### src/rtl/pla_pkg.sv
// Package: sizing helpers shared by the array and its bench-facing top.
// Assumes all outputs but the last get PT_BASE + PT_STEP*o terms; the last gets PT_LAST.
package pla_pkg;

    // Number of product terms owned by output o.
    function automatic int pt_count(input int o, input int n_out,
                                    input int base, input int step, input int last);
        return (o == n_out - 1) ? last : base + step * o;
    endfunction

    // Global index of the first product term of output o.
    function automatic int pt_offset(input int o, input int n_out,
                                     input int base, input int step, input int last);
        int acc;
        acc = 0;
        for (int i = 0; i < o; i++) acc += pt_count(i, n_out, base, step, last);
        return acc;
    endfunction

endpackage

### src/rtl/pla_cfg_chain.sv
// Serial configuration store: shifts one bit in per clock while enabled.
// Assumes the first bit shifted in is meant for the highest index.
module pla_cfg_chain #(
    parameter int W = 16
) (
    input  logic         clk,
    input  logic         rst_n,
    input  logic         shift_en,
    input  logic         din,
    output logic [W-1:0] q
);

    // Shift register with synchronous clear.
    always_ff @(posedge clk) begin
        if (!rst_n)        q <= '0;
        else if (shift_en) q <= {q[W-2:0], din};
    end

    a_r9_hold_cfg: assert property (@(posedge clk) disable iff (!rst_n)
        (!shift_en && $past(rst_n)) |=> $stable(q))
        else $error("R9: chain changed while not loading");

endmodule

### src/rtl/pla_term.sv
// One AND-plane product term over true/complement literals.
// Assumes mask bit 2k demands literal k high and bit 2k+1 demands it low.
module pla_term #(
    parameter int N_LIT = 12,
    localparam int MW   = 2 * N_LIT
) (
    input  logic             clk,
    input  logic             rst_n,
    input  logic [MW-1:0]    mask,
    input  logic [N_LIT-1:0] lits,
    output logic             hit
);

    logic [N_LIT-1:0] need_hi;
    logic [N_LIT-1:0] need_lo;

    // Split the mask into its true and complement halves.
    always_comb begin
        for (int k = 0; k < N_LIT; k++) begin
            need_hi[k] = mask[2*k];
            need_lo[k] = mask[2*k+1];
        end
    end

    // AND of every literal the mask connects.
    always_comb begin
        hit = 1'b1;
        for (int k = 0; k < N_LIT; k++) begin
            if (mask[2*k]   && !lits[k]) hit = 1'b0;
            if (mask[2*k+1] &&  lits[k]) hit = 1'b0;
        end
    end

    a_r3_empty_term: assert property (@(posedge clk) disable iff (!rst_n)
        (mask == '0) |-> hit)
        else $error("R3: empty term not 1");

    a_r2_conflict: assert property (@(posedge clk) disable iff (!rst_n)
        (|(need_hi & need_lo)) |-> !hit)
        else $error("R2: conflicting term not 0");

endmodule

### src/rtl/pla_or_group.sv
// Fixed OR of the product terms owned by one output.
// Assumes the masks arrive packed with term 0 in the low bits.
module pla_or_group #(
    parameter int N_LIT = 12,
    parameter int N_PT  = 8,
    localparam int MW   = 2 * N_LIT
) (
    input  logic               clk,
    input  logic               rst_n,
    input  logic [N_PT*MW-1:0] masks,
    input  logic [N_LIT-1:0]   lits,
    output logic               sum
);

    logic [N_PT-1:0] hits;

    for (genvar t = 0; t < N_PT; t++) begin : g_term
        pla_term #(.N_LIT(N_LIT)) u_term (
            .clk   (clk),
            .rst_n (rst_n),
            .mask  (masks[t*MW +: MW]),
            .lits  (lits),
            .hit   (hits[t])
        );
    end

    // Fixed OR plane for this output.
    always_comb sum = |hits;

endmodule

### src/rtl/pla_macrocell.sv
// Output cell: flip-flop, registered/combinational select, polarity, load gating.
// Assumes hold is the configuration-load enable; the flip-flop feeds back uninverted.
module pla_macrocell (
    input  logic clk,
    input  logic rst_n,
    input  logic hold,
    input  logic reg_mode,
    input  logic invert,
    input  logic sum,
    output logic q,
    output logic pin
);

    // Capture the OR result each edge; cleared by reset and by loading.
    always_ff @(posedge clk) begin
        if (!rst_n)    q <= 1'b0;
        else if (hold) q <= 1'b0;
        else           q <= sum;
    end

    // Pick the path, apply polarity, silence during loading.
    always_comb pin = hold ? 1'b0 : ((reg_mode ? q : sum) ^ invert);

    a_r10_hold_clears: assert property (@(posedge clk) disable iff (!rst_n)
        hold |=> (q == 1'b0))
        else $error("R10: flip-flop not held at 0 while loading");

    a_r6_reg_path: assert property (@(posedge clk) disable iff (!rst_n)
        ($past(rst_n) && !$past(hold) && !hold && reg_mode)
            |-> (pin == ($past(sum) ^ invert)))
        else $error("R6: registered output not last edge's sum");

endmodule

### src/rtl/pla_array.sv
// Top: configurable AND-OR array with unequal term groups and feedback cells.
// Assumes config layout: cell bits at the bottom, then term masks in output order.
module pla_array #(
    parameter int N_IN    = 8,
    parameter int N_OUT   = 4,
    parameter int PT_BASE = 8,
    parameter int PT_STEP = 2,
    parameter int PT_LAST = 16
) (
    input  logic             clk,
    input  logic             rst_n,
    input  logic             cfg_en,
    input  logic             cfg_din,
    input  logic [N_IN-1:0]  data_in,
    output logic [N_OUT-1:0] data_out
);
    import pla_pkg::*;

    localparam int N_LIT   = N_IN + N_OUT;
    localparam int MASK_W  = 2 * N_LIT;
    localparam int MC_BITS = 2 * N_OUT;
    localparam int N_PT    = pt_offset(N_OUT, N_OUT, PT_BASE, PT_STEP, PT_LAST);
    localparam int CFG_W   = MC_BITS + N_PT * MASK_W;

    logic [CFG_W-1:0] cfg_q;
    logic [N_OUT-1:0] fb_q;
    logic [N_OUT-1:0] or_sum;
    logic [N_LIT-1:0] lits;

    pla_cfg_chain #(.W(CFG_W)) u_chain (
        .clk      (clk),
        .rst_n    (rst_n),
        .shift_en (cfg_en),
        .din      (cfg_din),
        .q        (cfg_q)
    );

    // Literal vector: user inputs low, feedback high.
    always_comb lits = {fb_q, data_in};

    for (genvar o = 0; o < N_OUT; o++) begin : g_out
        localparam int CNT = pt_count(o, N_OUT, PT_BASE, PT_STEP, PT_LAST);
        localparam int OFS = pt_offset(o, N_OUT, PT_BASE, PT_STEP, PT_LAST);

        pla_or_group #(.N_LIT(N_LIT), .N_PT(CNT)) u_or (
            .clk   (clk),
            .rst_n (rst_n),
            .masks (cfg_q[MC_BITS + OFS*MASK_W +: CNT*MASK_W]),
            .lits  (lits),
            .sum   (or_sum[o])
        );

        pla_macrocell u_mc (
            .clk      (clk),
            .rst_n    (rst_n),
            .hold     (cfg_en),
            .reg_mode (cfg_q[2*o]),
            .invert   (cfg_q[2*o+1]),
            .sum      (or_sum[o]),
            .q        (fb_q[o]),
            .pin      (data_out[o])
        );
    end

    a_r10_quiet_out: assert property (@(posedge clk) disable iff (!rst_n)
        cfg_en |-> (data_out == '0))
        else $error("R10: outputs active while loading");

    a_r11_reset_state: assert property (@(posedge clk)
        (!rst_n && !cfg_en) |=> (rst_n && !cfg_en) |-> (data_out == '1))
        else $error("R11: outputs not all 1 after reset");

endmodule

### config.mk
export PLATFORM = sky130hd
export DESIGN_NAME = pla_array
export DESIGN_NICKNAME = d
export VERILOG_FILES = /design/src/rtl/pla_pkg.sv /design/src/rtl/pla_cfg_chain.sv /design/src/rtl/pla_term.sv /design/src/rtl/pla_or_group.sv /design/src/rtl/pla_macrocell.sv /design/src/rtl/pla_array.sv
export SDC_FILE = /design/constraint.sdc
export NUM_CORES = 2
export LEC_CHECK = 0
export ABC_AREA = 1
export BUFFER_PORTS_ARGS = -buffer_cell sky130_fd_sc_hd__buf_2
export CAP_MARGIN = 20
export CORE_MARGIN = 5
export CORE_UTILIZATION = 50
export CTS_CLUSTER_DIAMETER = 80
export CTS_CLUSTER_SIZE = 10
export DETAILED_ROUTE_END_ITERATION = 7
export PLACE_DENSITY = 0.63
export SLEW_MARGIN = 10
export SYNTH_ARGS = -nofsm -noshare
export SYNTH_HDL_FRONTEND = slang
export SYNTH_SLANG_ARGS = --single-unit
### constraint.sdc
create_clock -name clk -period 1.95 [get_ports clk]
set_input_delay 0.195 -clock clk [delete_from_list [all_inputs] [get_ports clk]]
set_output_delay 0.195 -clock clk [all_outputs]
set_load 0.02 [all_outputs]
==> flow_summary.json <==
{
  "path_cells": "buf_12, buf_12, or2_2, o21ai_1, nand2_2, nor2_1, nand3_1, nand2_2, nor2_2, nand4_1, buf_4, a21oi_2, nor2_2, buf_6",
  "p_per_area_mw_per_mm2": 981,
  "wl_um": 140000,
  "fin_crit_ps": 3040,
  "hpwl_um": 89400,
  "core_area_mm2": 0.0914,
  "synth_seq_area_share_pct": 48.7,
  "fmax_ghz": 0.328,
  "seq_area_mm2": 0.0224,
  "final_net_count": 7087,
  "fillerInstances": 8329,
  "route.detailed.drc": 0,
  "clk_pin_slew_worst_paths_ps": 60,
  "gp_congestion": 0.853,
  "yosysTopAreaCellShare_pct": 48.7,
  "syn_area_mm2": 0.0459,
  "outcome": "finished, violations left",
  "start_kind": "register",
  "drtIter0Drc": 4284,
  "cp_num_buf_inv": 4,
  "critical-path-top-delay-family": "simple AND/OR/NAND/NOR gates",
  "synth_top_area_cell": "dfxtp_1",
  "ir_drop_uv": 871,
  "hold_viol": 0,
  "die-width_um": 313,
  "grt_overflow": 0,
  "dp_slack_ps": -727,
  "cp-end-kind": "primary output",
  "yosys_warnings": 0,
  "cts_sinks": 1116,
  "ant_nets": 0,
  "die_h_um": 313,
  "vias": 44097,
  "critPathKind": "register to primary output",
  "cp.arrival_ps": 2850,
  "row_count": 111,
  "min_path_type": "primary input to register",
  "ios": 16,
  "critPathRequiredTime_ps": 1750,
  "fin_setup_tns_ps": -4250,
  "cp_max_fo": 12,
  "htreeDepth": 4,
  "clock-skew-final_ps": 28.8,
  "cp_slowest_cell": "dfxtp_4",
  "vias_per_cell": 5.33,
  "synthTopCellsByArea": "dfxtp_1 49%, nor2_1 16%, o21ai_0 13%",
  "antenna_found_initial": 1,
  "relSlewSlack_pct": 68.8,
  "power_uw": 55500,
  "drive_gt1_share_pct": 15.1,
  "grt_pass1_wl_um": 222000,
  "track_usage_pct": 27.8,
  "die_area_mm2": 0.0979,
  "grt_max_degree": 123,
  "power.leakage_uw": 0.0250,
  "area_growth_pct": 23.4,
  "ys_types": 28,
  "clk_path_buf_depth": 3,
  "worstMarginPinSlew_ps": 468,
  "start_util_pct": 50.2,
  "syn-num-nets": 6604,
  "worst_skew_pair.late_latency_ps": 720,
  "synth_area_per_cell_um2": 6.96,
  "avgRoutedWirePerCell_um": 16.9,
  "cts_made_buffers": 130,
  "multi_input_area_mm2": 0.0207,
  "slew_viol_final": 0,
  "port_buffers": 15,
  "period_share_pct": 156,
  "rsz0062_at_grt": "true",
  "max_stage_delay_ps": 390,
  "most-common-layout-cells": "1979 x nor2_1, 1196 x o21ai_0, 1112 x dfxtp_1, 1036 x nand2_1, 699 x buf_4",
  "clockRootBuffer": "clkbuf_16",
  "first_pass_iters": 6,
  "finalSetupViolCount": 5,
  "synth-seq-cells": 1116,
  "setup_slack_ps": -1090,
  "final_common_cell": "nor2_1",
  "cap_violations": 0,
  "grt_pass1_vias": 40574,
  "violations": "setup timing",
  "synthCells": 6592,
  "cts_tree": "done"
}
==> final timing paths <==
kind | cells past startpoint | slack, ps | end | startpoint
worst max-delay path | 14 | -1090 | data_out[1] | g_out[0].u_mc.q
worst min-delay path | 3 | 70 | u_chain.q[468] | cfg_en
worst max register to register | 14 | -100 | g_out[0].u_mc.q | g_out[1].u_mc.q
worst min register to register | 2 | 470 | u_chain.q[865] | u_chain.q[864]
==> power by group <==
part	internal (uW)	leakage (uW)	switching, uW
registers	24300	0.00923	957
logic	3770	0.0140	5200
clock network	12300	0.00172	8980
==> final cells by class <==
type	count	area share [%]
diodes	1	0.00442
clock buffers	141	6.08
clock inverters	6	0.0928
inverters	191	1.31
multi-input cells	4794	36.5
flip-flops and latches	1116	39.5
well taps	1186	2.62
repair buffers	842	13.9
==> Yosys cell counts <==
cell type and count:
buf_4 37, or2_2 10, o21bai_1 1, nand3_2 1
nor2_2 1, nand3b_1 1, buf_2 160, dfxtp_1 1116
nand3_1 52, a21oi_1 259, nor2_1 1998, inv_2 11
nor3_1 4, and2_1 1, buf_6 25, o22ai_1 15
nand2_1 1056, nand4_1 164, or2_1 4, o21ai_0 1207
o211ai_1 1, inv_1 178, clkbuf_1 261, inv_4 2
a22oi_1 3, and2_0 9, buf_1 8, o21ai_1 7
==> tightest hold or removal path: stages <==
cell and delay (ps):
buf_8 170, buf_4 230, a21oi_1 140
==> routing by layer <==
metal | vias to the layer above | wire, um | global-route usage, %
met5 | - | 0 | 0
met4 | 0 | 4010 | 8.98
met3 | 258 | 9740 | 4.47
met2 | 1344 | 61100 | 42.5
met1 | 20318 | 65000 | 40.5
li1 | 22177 | - | -
==> through the flow <==
step | util, % | instances | area, um2 | hold WS, ps
2_1_floorplan | - | 6592 | 45900 | 386
5_1_grt | 62.0 | 8277 | 56600 | 61.5
3_5_place_dp | 57.4 | 8103 | 52500 | 461
3_3_place_gp | 57.4 | 8103 | 52500 | 460
6_report | 62.0 | 8277 | 56600 | 69.5
4_1_cts | 61.8 | 8270 | 56500 | 31.3
==> kinds of logic (layout without fill, tap and decap cells) <==
family                 after synthesis  count (layout)  synth area share, %
flip-flops                        1116            1116                 48.7
other                                0               1                    0
AND/OR/NAND/NOR                   3301            3301                 28.2
AO/OA/AOI/OAI                     1493            1493                 16.4
buffers and inverters              682            1180                 6.74
==> flip-flops by register name, indices dropped and copies added (netlist names) <==
| name | flops |
|---|---|
| u_chain.q | 1112 |
| g_out.u_mc.q | 4 |
==> timing repair <==
action / 4_1_cts / 5_1_grt
hold endpoints to repair: 36 / 0
setup endpoints to repair: 7 / 7
pin swaps: 48 / 24
resized for setup: 89 / 39
cloned: 3 / 0
buffers inserted: 15 / 7
hold buffers: 4 / 0
No activity file was read; power rests on OpenSTA's default activity.
